===== config.mk =====
export PLATFORM = sky130hd
export DESIGN_NAME = conflict_icache
export DESIGN_NICKNAME = d
export VERILOG_FILES = /design/src/rtl/cic_pkg.sv /design/src/rtl/cic_store.sv /design/src/rtl/cic_lookup.sv /design/src/rtl/cic_counters.sv /design/src/rtl/conflict_icache.sv
export SDC_FILE = /design/constraint.sdc
export NUM_CORES = 1
export LEC_CHECK = 0
export ABC_AREA = 1
export BUFFER_PORTS_ARGS = -buffer_cell sky130_fd_sc_hd__buf_4
export CAP_MARGIN = 20
export CELL_PAD_IN_SITES_DETAIL_PLACEMENT = 0
export CELL_PAD_IN_SITES_GLOBAL_PLACEMENT = 2
export CORE_AREA = 5 5 497 499
export CTS_CLUSTER_DIAMETER = 80
export DETAILED_ROUTE_END_ITERATION = 12
export DIE_AREA = 0 0 502 504
export PLACE_DENSITY_LB_ADDON = 0.2
export SYNTH_ARGS = -nofsm -noshare
export SYNTH_HDL_FRONTEND = slang
export SYNTH_HIERARCHICAL = 1
export SYNTH_SLANG_ARGS = --single-unit
export TNS_END_PERCENT = 10

===== constraint.sdc =====
create_clock -name clk -period 5.05 [get_ports clk]
set_input_delay 0.2525 -clock clk [delete_from_list [all_inputs] [get_ports clk]]
set_output_delay 0.2525 -clock clk [all_outputs]
set_load 0.03 [all_outputs]

===== src/rtl/cic_pkg.sv =====
// Shared definitions for the conflict-triggered instruction cache.
// Assumes a fixed associativity of two; way numbers are single bits.
package cic_pkg;
    localparam int WAYS = 2;

    typedef enum logic {
        WAY_A = 1'b0,
        WAY_B = 1'b1
    } way_e;
endpackage


===== src/rtl/cic_store.sv =====
// Entry storage: per-set tags, valid bits, instruction words and LRU bits.
// One combinational read port (the looked-up set), one write port for fills,
// one LRU write port. Flush clears valid and LRU and overrides any write.
module cic_store #(
    parameter int SET_W  = 4,
    parameter int TAG_W  = 12,
    parameter int DATA_W = 32,
    localparam int SETS  = 1 << SET_W
) (
    input  logic                        clk,
    input  logic                        rst_n,
    input  logic                        flush,
    input  logic [SET_W-1:0]            rd_set,
    output logic [1:0][TAG_W-1:0]       rd_tag,
    output logic [1:0]                  rd_valid,
    output logic [1:0][DATA_W-1:0]      rd_data,
    output logic                        rd_lru,
    input  logic                        wr_en,
    input  logic [SET_W-1:0]            wr_set,
    input  logic                        wr_way,
    input  logic [TAG_W-1:0]            wr_tag,
    input  logic [DATA_W-1:0]           wr_data,
    input  logic                        lru_we,
    input  logic [SET_W-1:0]            lru_set,
    input  logic                        lru_val
);
    logic [SETS-1:0] lru_q;

    // Track the replacement bit of each set.
    always_ff @(posedge clk) begin
        if (!rst_n || flush) begin
            lru_q <= '0;
        end else if (lru_we) begin
            lru_q[lru_set] <= lru_val;
        end
    end

    assign rd_lru = lru_q[rd_set];

    for (genvar w = 0; w < cic_pkg::WAYS; w++) begin : g_way
        logic [SETS-1:0]   valid_q;
        logic [TAG_W-1:0]  tag_q  [SETS];
        logic [DATA_W-1:0] data_q [SETS];

        // Set a valid bit on a fill of this way; reset and flush clear them all.
        always_ff @(posedge clk) begin
            if (!rst_n || flush) begin
                valid_q <= '0;
            end else if (wr_en && (wr_way == 1'(w))) begin
                valid_q[wr_set] <= 1'b1;
            end
        end

        // Store tag and instruction word on a fill of this way.
        always_ff @(posedge clk) begin
            if (wr_en && !flush && (wr_way == 1'(w))) begin
                tag_q[wr_set]  <= wr_tag;
                data_q[wr_set] <= wr_data;
            end
        end

        assign rd_valid[w] = valid_q[rd_set];
        assign rd_tag[w]   = tag_q[rd_set];
        assign rd_data[w]  = data_q[rd_set];
    end
endmodule


===== src/rtl/cic_lookup.sv =====
// Tag compare and victim choice for one set. Purely combinational.
// Victim: first invalid way (way 0 first), otherwise the LRU way.
module cic_lookup #(
    parameter int TAG_W = 12
) (
    input  logic [1:0][TAG_W-1:0] rd_tag,
    input  logic [1:0]            rd_valid,
    input  logic                  rd_lru,
    input  logic [TAG_W-1:0]      req_tag,
    output logic                  hit,
    output logic                  hit_way,
    output logic                  victim_way,
    output logic                  victim_valid
);
    logic [1:0] match;

    for (genvar w = 0; w < cic_pkg::WAYS; w++) begin : g_cmp
        assign match[w] = rd_valid[w] && (rd_tag[w] == req_tag);
    end

    // Resolve hit way and replacement way.
    always_comb begin
        hit     = |match;
        hit_way = match[1];
        if (!rd_valid[0]) begin
            victim_way = cic_pkg::WAY_A;
        end else if (!rd_valid[1]) begin
            victim_way = cic_pkg::WAY_B;
        end else begin
            victim_way = rd_lru;
        end
        victim_valid = rd_valid[victim_way];
    end
endmodule


===== src/rtl/cic_counters.sv =====
// Three wrapping event counters for hits, misses and evictions.
module cic_counters #(
    parameter int CNT_W = 16
) (
    input  logic             clk,
    input  logic             rst_n,
    input  logic             inc_hit,
    input  logic             inc_miss,
    input  logic             inc_evict,
    output logic [CNT_W-1:0] hit_cnt,
    output logic [CNT_W-1:0] miss_cnt,
    output logic [CNT_W-1:0] evict_cnt
);
    // Count each event in the cycle it is signalled.
    always_ff @(posedge clk) begin
        if (!rst_n) begin
            hit_cnt   <= '0;
            miss_cnt  <= '0;
            evict_cnt <= '0;
        end else begin
            hit_cnt   <= hit_cnt   + CNT_W'(inc_hit);
            miss_cnt  <= miss_cnt  + CNT_W'(inc_miss);
            evict_cnt <= evict_cnt + CNT_W'(inc_evict);
        end
    end
endmodule


===== src/rtl/conflict_icache.sv =====
// Instruction cache consulted only when a data access and an instruction
// fetch want the program-memory bus in the same cycle. Misses stall one
// cycle; the following cycle stores the word from memory. Assumes the core
// holds fetch_addr through the stall and the fill cycle, and that memory
// returns the instruction on mem_rdata in the fill cycle.
module conflict_icache #(
    parameter int ADDR_W = 16,
    parameter int DATA_W = 32,
    parameter int SET_W  = 4,
    parameter int CNT_W  = 16,
    localparam int TAG_W = ADDR_W - SET_W
) (
    input  logic              clk,
    input  logic              rst_n,
    input  logic              flush,
    input  logic              freeze,
    input  logic              fetch_valid,
    input  logic [ADDR_W-1:0] fetch_addr,
    input  logic              pm_data_req,
    input  logic [DATA_W-1:0] mem_rdata,
    output logic [DATA_W-1:0] instr_out,
    output logic              cache_hit,
    output logic              stall,
    output logic [CNT_W-1:0]  hit_cnt,
    output logic [CNT_W-1:0]  miss_cnt,
    output logic [CNT_W-1:0]  evict_cnt
);
    logic [SET_W-1:0]        set_idx;
    logic [TAG_W-1:0]        req_tag;
    logic [1:0][TAG_W-1:0]   rd_tag;
    logic [1:0]              rd_valid;
    logic [1:0][DATA_W-1:0]  rd_data;
    logic                    rd_lru;
    logic                    hit, hit_way, victim_way, victim_valid;
    logic                    conflict;

    logic                    fill_pend;
    logic [SET_W-1:0]        fill_set;
    logic [TAG_W-1:0]        fill_tag;
    logic                    fill_way;
    logic                    fill_frozen;
    logic                    fill_evict;
    logic                    wr_en;
    logic                    lru_we;
    logic [SET_W-1:0]        lru_set;
    logic                    lru_val;

    assign set_idx = fetch_addr[SET_W-1:0];
    assign req_tag = fetch_addr[ADDR_W-1:SET_W];

    // A conflict is only recognised outside the fill cycle.
    assign conflict  = fetch_valid && pm_data_req && !fill_pend;
    assign cache_hit = conflict && hit;
    assign stall     = conflict && !hit;
    assign instr_out = cache_hit ? rd_data[hit_way] : mem_rdata;

    // Remember the miss so the next cycle can store the returned word.
    always_ff @(posedge clk) begin
        if (!rst_n || flush) begin
            fill_pend <= 1'b0;
        end else begin
            fill_pend <= stall;
        end
    end

    // Capture where the pending fill goes and whether it is allowed.
    always_ff @(posedge clk) begin
        if (stall) begin
            fill_set    <= set_idx;
            fill_tag    <= req_tag;
            fill_way    <= victim_way;
            fill_frozen <= freeze;
            fill_evict  <= victim_valid;
        end
    end

    assign wr_en = fill_pend && !fill_frozen && !flush;

    // Choose the LRU update: fills and unfrozen hits point at the other way.
    always_comb begin
        lru_we  = 1'b0;
        lru_set = set_idx;
        lru_val = 1'b0;
        if (wr_en) begin
            lru_we  = 1'b1;
            lru_set = fill_set;
            lru_val = !fill_way;
        end else if (cache_hit && !freeze) begin
            lru_we  = 1'b1;
            lru_val = !hit_way;
        end
    end

    cic_store #(
        .SET_W  (SET_W),
        .TAG_W  (TAG_W),
        .DATA_W (DATA_W)
    ) u_store (
        .clk      (clk),
        .rst_n    (rst_n),
        .flush    (flush),
        .rd_set   (set_idx),
        .rd_tag   (rd_tag),
        .rd_valid (rd_valid),
        .rd_data  (rd_data),
        .rd_lru   (rd_lru),
        .wr_en    (wr_en),
        .wr_set   (fill_set),
        .wr_way   (fill_way),
        .wr_tag   (fill_tag),
        .wr_data  (mem_rdata),
        .lru_we   (lru_we),
        .lru_set  (lru_set),
        .lru_val  (lru_val)
    );

    cic_lookup #(
        .TAG_W (TAG_W)
    ) u_lookup (
        .rd_tag       (rd_tag),
        .rd_valid     (rd_valid),
        .rd_lru       (rd_lru),
        .req_tag      (req_tag),
        .hit          (hit),
        .hit_way      (hit_way),
        .victim_way   (victim_way),
        .victim_valid (victim_valid)
    );

    cic_counters #(
        .CNT_W (CNT_W)
    ) u_cnt (
        .clk       (clk),
        .rst_n     (rst_n),
        .inc_hit   (cache_hit),
        .inc_miss  (stall),
        .inc_evict (wr_en && fill_evict),
        .hit_cnt   (hit_cnt),
        .miss_cnt  (miss_cnt),
        .evict_cnt (evict_cnt)
    );
endmodule


After elaboration in Yosys (flattened, before gate mapping)

Memory sizes are Yosys's and may differ from the RTL's.
Index checks and enable logic that the tools add are counted.

$add $sub $neg: 3
Magnitude comparators: 7
Eq/ne operators: 2
Muxes and demuxes: 27
Bitwise logic cells: 3
Reductions and logical operators: 27

Operator list:

| kind                 | count |
|---|---|
| $mux W32             | 3 |
| $add A16 B1 Y16      | 3 |
| $or A16 B16 Y16      | 2 |
| $eq A12 B12 Y1       | 2 |
| $logic_and A1 B1 Y1  | 17 |
| $mux W1              | 17 |
| $bwmux W16           | 1 |
| $lt A4 B5 Y1 const B | 3 |
| $bmux W1 S4          | 3 |
| $demux W1 S4         | 2 |
| $ge A4 B1 Y1 const B | 2 |
| $logic_not A1 Y1     | 8 |
| $lt A1 B2 Y1 const B | 2 |
| $mux W4              | 1 |
| $reduce_or A2 Y1     | 1 |
| $logic_or A1 B1 Y1   | 1 |
| $not A1 Y1           | 1 |

Flip-flop bits (word level): 116
RAM bits: 1408
Input bits: 54
Output and inout bits: 82
Memories kept: 4

Memory list:

| name                    | depth | width | read ports | clocked after memory_dff | write ports | RTL line        | RTL |
|---|---|---|---|---|---|---|---|
| u_store.g_way[0].data_q | 16    | 32    | 1          | 0                        | 1           | cic_store.sv:43 | `logic [DATA_W-1:0] data_q [SETS];` |
| u_store.g_way[1].data_q | 16    | 32    | 1          | 0                        | 1           | cic_store.sv:43 |  |
| u_store.g_way[0].tag_q  | 16    | 12    | 1          | 0                        | 1           | cic_store.sv:42 | `logic [TAG_W-1:0] tag_q [SETS];` |
| u_store.g_way[1].tag_q  | 16    | 12    | 1          | 0                        | 1           | cic_store.sv:42 |  |

Logic depth before layout (Yosys ltp)

Depth after elaboration: 9
Depth in mapped cells: 29

Hierarchy

The synthesis kept the hierarchy.

By module, submodules not included:

| module          | instances | cells an instance | area an instance (µm²) | sequential area each (µm²) |
|---|---|---|---|---|
| cic_store       | 1         | 6090              | 62917.8                | 43241.5 |
| cic_counters    | 1         | 348               | 2364.8                 | 960.9 |
| conflict_icache | 1         | 259               | 1537.7                 | 590.6 |
| cic_lookup      | 1         | 128               | 518.0                  | 0.0 |

Worst setup path after synthesis

No wires, ideal clock.

Path type: input to register
Start point: input fetch_addr[0]
End point: register u_cnt.miss_cnt[12]
Data arrival time: 4833 ps
Data required time: 4940 ps
Path slack: 108 ps
Stages on the path: 24
Path buffers: 3
Cells stage by stage: buf_6 inv_6 buf_6 buf_6 nand2_1 nand3_1 nand3_1 nand3_1 nand2_1 or2_0 o211ai_1 nor2_1 nand2_1 nand2_1 nor3_1 ha_1 ha_1 nand3_1 inv_1 nand2_1 nor2_1 nand2_1 nand2_1 nor2_1

RTL lines:

| what                   | RTL line              | RTL |
|---|---|---|
| start: declaration     | conflict_icache.sv:18 | `input logic [ADDR_W-1:0] fetch_addr,` |
| end signal: assignment | cic_counters.sv:22    | `miss_cnt <= miss_cnt + CNT_W'(inc_miss);` |
| end: declaration       | cic_counters.sv:11    | `output logic [CNT_W-1:0] miss_cnt,` |

Worst setup path after layout

Start point: input fetch_addr[1]
End point: output instr_out[0]

Word-level cells in the longest chain between the ends: 6

Ends and longest elaborated chain:

| what                          | RTL line              | RTL |
|---|---|---|
| $bmux W1 S4                   | cic_store.sv:62       | `assign rd_valid[w] = valid_q[rd_set];` |
| $mux W1 (not written as such) | cic_store.sv:62       |  |
| named net rd_valid[0]         | conflict_icache.sv:31 | `logic [1:0] rd_valid;` |
| $logic_and A1 B1 Y1           | cic_lookup.sv:18      | `assign match[w] = rd_valid[w] && (rd_tag[w] == req_tag);` |
| $reduce_or A2 Y1              | cic_lookup.sv:23      | `hit = \|match;` |
| named net hit                 | conflict_icache.sv:34 | `logic hit, hit_way, victim_way, victim_valid;` |
| $logic_and A1 B1 Y1           | conflict_icache.sv:53 | `assign cache_hit = conflict && hit;` |
| $mux W32                      | conflict_icache.sv:55 | `assign instr_out = cache_hit ? rd_data[hit_way] : mem_rdata;` |
| end: declaration              | conflict_icache.sv:21 | `output logic [DATA_W-1:0] instr_out,` |

The timed path passes the listed nets, and every way through them passes these cells. The select of a mux whose other input is x is not followed.

==> results_dict.tcl <==
set metrics [dict create \
    run_status "complete, no violations" \
    min_period_over_period_pct 86.8 \
    utilization_pct 32.3 \
    grt_first_pass_wirelength_mm 334 \
    cts_made_buffers 180 \
    combinational_family_with_the_most_area_after_synthesis "simple AND/OR/NAND/NOR gates" \
    crit_start "fetch_addr[1]" \
    post_synth_instance_area_um2 67300 \
    place_inst 9959 \
    rr_endpoint "u_store/g_way[1].data_q[13][9]" \
    port_buffers 135 \
    grt_antenna_before_repair 8 \
    synth_adder_area_share_pct 0.130 \
    detailed_placement_wirelength_estimate_mm 121 \
    drt_drc_violations_left 0 \
    rows 181 \
    powerDensity_nw_per_um2 356 \
    worst_hold_startpoint "fetch_addr[0]" \
    power_leakage_nw 32.7 \
    share_of_final_layout_standard_cells_stronger_than_drive_strength_1_pct 8.10 \
    grt_use_met1_pct 25.7 \
    synth_seq_area_share_pct 66.5 \
    synth_compound_area_share_pct 0.851 \
    synthesis.nets 6886 \
    ys_async_sr_fraction_pct 0 \
    nNetsFinal 7052 \
    clock_latency_ps 820 \
    synth_mux_area_share_pct 0 \
    critical_path.reg2reg.startpoint "fill_pend" \
    synth_simple_gate_area_share_pct 22.5 \
    layoutNonFillerInstCount 10339 \
    drt.antenna.violating_nets 0 \
    grt_start_max_net_pins 147 \
    setup_total_negative_slack_ps 0 \
    fp.dieArea_um2 253000 \
    placed_cell_area_um2 72200 \
    post_synth_num_cell_types 35 \
    clock.fmax_mhz 228 \
    clk_root_buffer_cell "sky130_fd_sc_hd__clkbuf_16" \
    clock_path_buffers 3 \
    reg2reg_depth 9 \
    grt_setup_unrepaired "false" \
    final_design_area_no_fill_um2 78300 \
    hold-path-cell-count 2 \
    fp.dieW_um 502 \
    post_synth.cell_area_avg_um2 9.87 \
    sinks_on_the_clock_net 1524 \
    synth_top_area_share_pct 63.6 \
    detail_route.wirelength_mm 233 \
    total_via_count_after_detailed_routing 46351 \
    fillCellCount 24852 \
    hold_violations 0 \
    die_height_um 504 \
    slew_headroom_pct 24.7 \
    globalRoute.busiestLayer "met2" \
    synth_edf_count 1427 \
    crit_type "primary input to output pin" \
    synth-xor-area-share_pct 0.0910 \
    timing_worst_slew_pin_value_ps 1130 \
    post-cts-setup-buffer-count 0 \
    timing.final.max_slew_violations 0 \
    synth_top_cells_by_area "sky130_fd_sc_hd__edfxtp_1 (64%), sky130_fd_sc_hd__nand2_1 (13%), sky130_fd_sc_hd__nand3_1 (8.4%)" \
    worst_hold_path_type "primary input to register" \
    initialDrtViolationCount 2922 \
    cp_capture_type "output pin" \
    whs_endpoint "fill_set[0]" \
    first_global_vias 44672 \
    initial_core_util_pct 27.8 \
    yosysWarningCount 6 \
    cts-htree-levels 4 \
    cts.clk_slew.worst_paths_ps 50 \
    clock_tree_from_tritoncts "done" \
    worst_ep_required_time_ps 4800 \
    globalRouteMet3Util_pct 2.25 \
    postSynthRegisterBits 1524 \
    ir_drop_uv 238 \
    ys_dominant_reg_cell "sky130_fd_sc_hd__edfxtp_1" \
    worst_hold_slack_ps 191 \
    grt.overflow.total 0 \
    grt_util_met2_pct 29.6 \
    syn-instance-count 6825 \
    final_period_minus_worst_setup_slack_ps 4380 \
    r2r_setup_slack_ps 1590 \
    cap_violations 0 \
    skew_ps 28.3 \
    crit_fanout 75 \
    worstSetupStartpointType "primary input" \
    post_drt_via_cell_ratio 4.48 \
    floorplan.core_area_um2 242000 \
    design.portCount 136 \
    timing.final.setup_violations 0 \
    drt-pass1-iter-count 7 \
    areaGrowthSynthToFinish_pct 16.3 \
    route.detailed.wl_per_inst_um 22.5 \
    synth_largest_area_cell "sky130_fd_sc_hd__edfxtp_1" \
    gp_routability_congestion 0.750 \
    worst-endpoint-arrival_ps 4130 \
    globalRouteTotalUtil_pct 18.1 \
]
## cell usage after synthesis (14+ instances only)
cell                       count
sky130_fd_sc_hd__nor2_1      138
sky130_fd_sc_hd__nand3_1    1132
sky130_fd_sc_hd__buf_1        28
sky130_fd_sc_hd__buf_2       171
sky130_fd_sc_hd__clkbuf_1     40
sky130_fd_sc_hd__o21ai_0      27
sky130_fd_sc_hd__nand2_1    2316
sky130_fd_sc_hd__a21oi_1      66
sky130_fd_sc_hd__edfxtp_1   1427
sky130_fd_sc_hd__inv_1      1212
sky130_fd_sc_hd__buf_6        71
sky130_fd_sc_hd__buf_4        20
sky130_fd_sc_hd__dfxtp_1      97
sky130_fd_sc_hd__inv_2        14
## metrics by stage
| stage | setup slack (ps) | total power [W] |
|---|---|---|
| final | 668 | 0.0279 |
| after global routing | 321 | 0.0290 |
| after CTS | 480 | 0.0283 |
| after detailed placement | 525 | 0.0157 |
| after global placement | 523 | 0.0157 |
| after floorplan | 108 | 0.0150 |
## worst max-delay path, stage by stage
cell                      delay [ps]
sky130_fd_sc_hd__buf_8           170
sky130_fd_sc_hd__inv_8           440
sky130_fd_sc_hd__buf_4           480
sky130_fd_sc_hd__nand3_1         120
sky130_fd_sc_hd__nand3_1         100
sky130_fd_sc_hd__nand3_1         100
sky130_fd_sc_hd__nand2_1         140
sky130_fd_sc_hd__inv_1            70
sky130_fd_sc_hd__nor2_1           90
sky130_fd_sc_hd__nand3_1         120
sky130_fd_sc_hd__nor2_1          120
sky130_fd_sc_hd__nand2_1          50
sky130_fd_sc_hd__nand2_1         290
sky130_fd_sc_hd__inv_2            80
sky130_fd_sc_hd__nor3_4          200
sky130_fd_sc_hd__buf_12          210
sky130_fd_sc_hd__buf_4           310
sky130_fd_sc_hd__nand2_1          90
sky130_fd_sc_hd__nand2_1         240
sky130_fd_sc_hd__buf_4           230
## kinds of logic (layout without fill, tap and decap cells)
| family | Yosys count | count (layout) |
|---|---|---|
| AO/OA/AOI/OAI | 107 | 107 |
| XOR/XNOR | 7 | 7 |
| adder cells (fa/ha/maj) | 7 | 7 |
| buffers and inverters | 1558 | 1869 |
| flip-flops | 1524 | 1524 |
| other | 0 | 1 |
| AND/OR/NAND/NOR | 3622 | 3622 |
## area by class of cell
type                            instances  area (um^2)  share of cell area (%)
Multi-Input combinational cell       3743        16100                    20.6
Antenna cell                            1         2.50                 0.00320
Inverter                             1227         4650                    5.94
Tap cell                             3202         4010                    5.12
Timing Repair Buffer                  315         3190                    4.07
Clock buffer                          246         4940                    6.31
Sequential cell                      1524        44800                    57.2
Clock inverter                         81          599                   0.766
## power breakdown
| part | internal [W] | switching (W) | leakage (nW) |
|---|---|---|---|
| logic | 0.000421 | 0.00115 | 16.4 |
| registers | 0.0138 | 0.0000311 | 13.6 |
| clock network | 0.00713 | 0.00534 | 2.69 |
| total | 0.0213 | 0.00652 | 32.7 |
## worst max path at each step
stage	end	slack, ps	depth (start not counted)
global placement	instr_out[26]	520	13
detailed placement	instr_out[26]	530	13
finish	instr_out[0]	670	20
CTS	instr_out[0]	480	20
global route	instr_out[0]	320	20
floorplan	u_cnt/miss_cnt[12]	110	24
## state kept, by name, summed over array words and instances (netlist names)
signal and flops:
u_cnt/hit_cnt 16, u_cnt/miss_cnt 16, fill_way 1, fill_tag 12, u_store/g_way.data_q 1024, fill_frozen 1
fill_pend 1, u_store/lru_q 16, u_cnt/evict_cnt 16, fill_evict 1, fill_set 4, u_store/g_way.tag_q 384
u_store/g_way.valid_q 32
## layer usage
metal / routed length, um / share of wire (%)
met3: 8000 / 3.4
met1: 112000 / 48
met4: 4340 / 1.9
met5: 0 / 0
met2: 109000 / 47
## repair_timing
| action | CTS | global route |
|---|---|---|
| hold endpoints to repair | 1073 | 0 |
| resized for setup | 0 | 0 |
| hold buffers | 48 | 0 |
## cell usage in the layout (no fill, tap or decap), types with 2 or more instances in the layout
| cell type | count |
|---|---|
| sky130_fd_sc_hd__nand2_1 | 2315 |
| sky130_fd_sc_hd__edfxtp_1 | 1427 |
| sky130_fd_sc_hd__inv_1 | 1209 |
| sky130_fd_sc_hd__nand3_1 | 1132 |
| sky130_fd_sc_hd__buf_4 | 213 |
| sky130_fd_sc_hd__clkbuf_16 | 187 |
| sky130_fd_sc_hd__nor2_1 | 106 |
| sky130_fd_sc_hd__dfxtp_1 | 97 |
| sky130_fd_sc_hd__a21oi_1 | 66 |
| sky130_fd_sc_hd__clkbuf_1 | 55 |
| sky130_fd_sc_hd__dlygate4sd3_1 | 48 |
| sky130_fd_sc_hd__buf_12 | 43 |
| sky130_fd_sc_hd__clkinv_1 | 38 |
| sky130_fd_sc_hd__nor2_4 | 36 |
| sky130_fd_sc_hd__o21ai_0 | 27 |
| sky130_fd_sc_hd__clkinv_2 | 22 |
| sky130_fd_sc_hd__inv_2 | 14 |
| sky130_fd_sc_hd__nand2_2 | 13 |
| sky130_fd_sc_hd__nand4_1 | 8 |
| sky130_fd_sc_hd__ha_1 | 7 |
| sky130_fd_sc_hd__buf_16 | 7 |
| sky130_fd_sc_hd__bufinv_16 | 6 |
| sky130_fd_sc_hd__clkinvlp_4 | 5 |
| sky130_fd_sc_hd__xor2_1 | 5 |
| sky130_fd_sc_hd__nor2_2 | 5 |
| sky130_fd_sc_hd__clkinv_8 | 4 |
| sky130_fd_sc_hd__clkbuf_8 | 4 |
| sky130_fd_sc_hd__inv_6 | 4 |
| sky130_fd_sc_hd__o21a_1 | 4 |
| sky130_fd_sc_hd__o21bai_1 | 4 |
| sky130_fd_sc_hd__buf_8 | 3 |
| sky130_fd_sc_hd__clkinv_4 | 2 |
| sky130_fd_sc_hd__nand3_2 | 2 |
| sky130_fd_sc_hd__xnor2_1 | 2 |
| sky130_fd_sc_hd__o211ai_1 | 2 |
| sky130_fd_sc_hd__inv_8 | 2 |
Note: power is estimated with default switching activity, not from simulation.
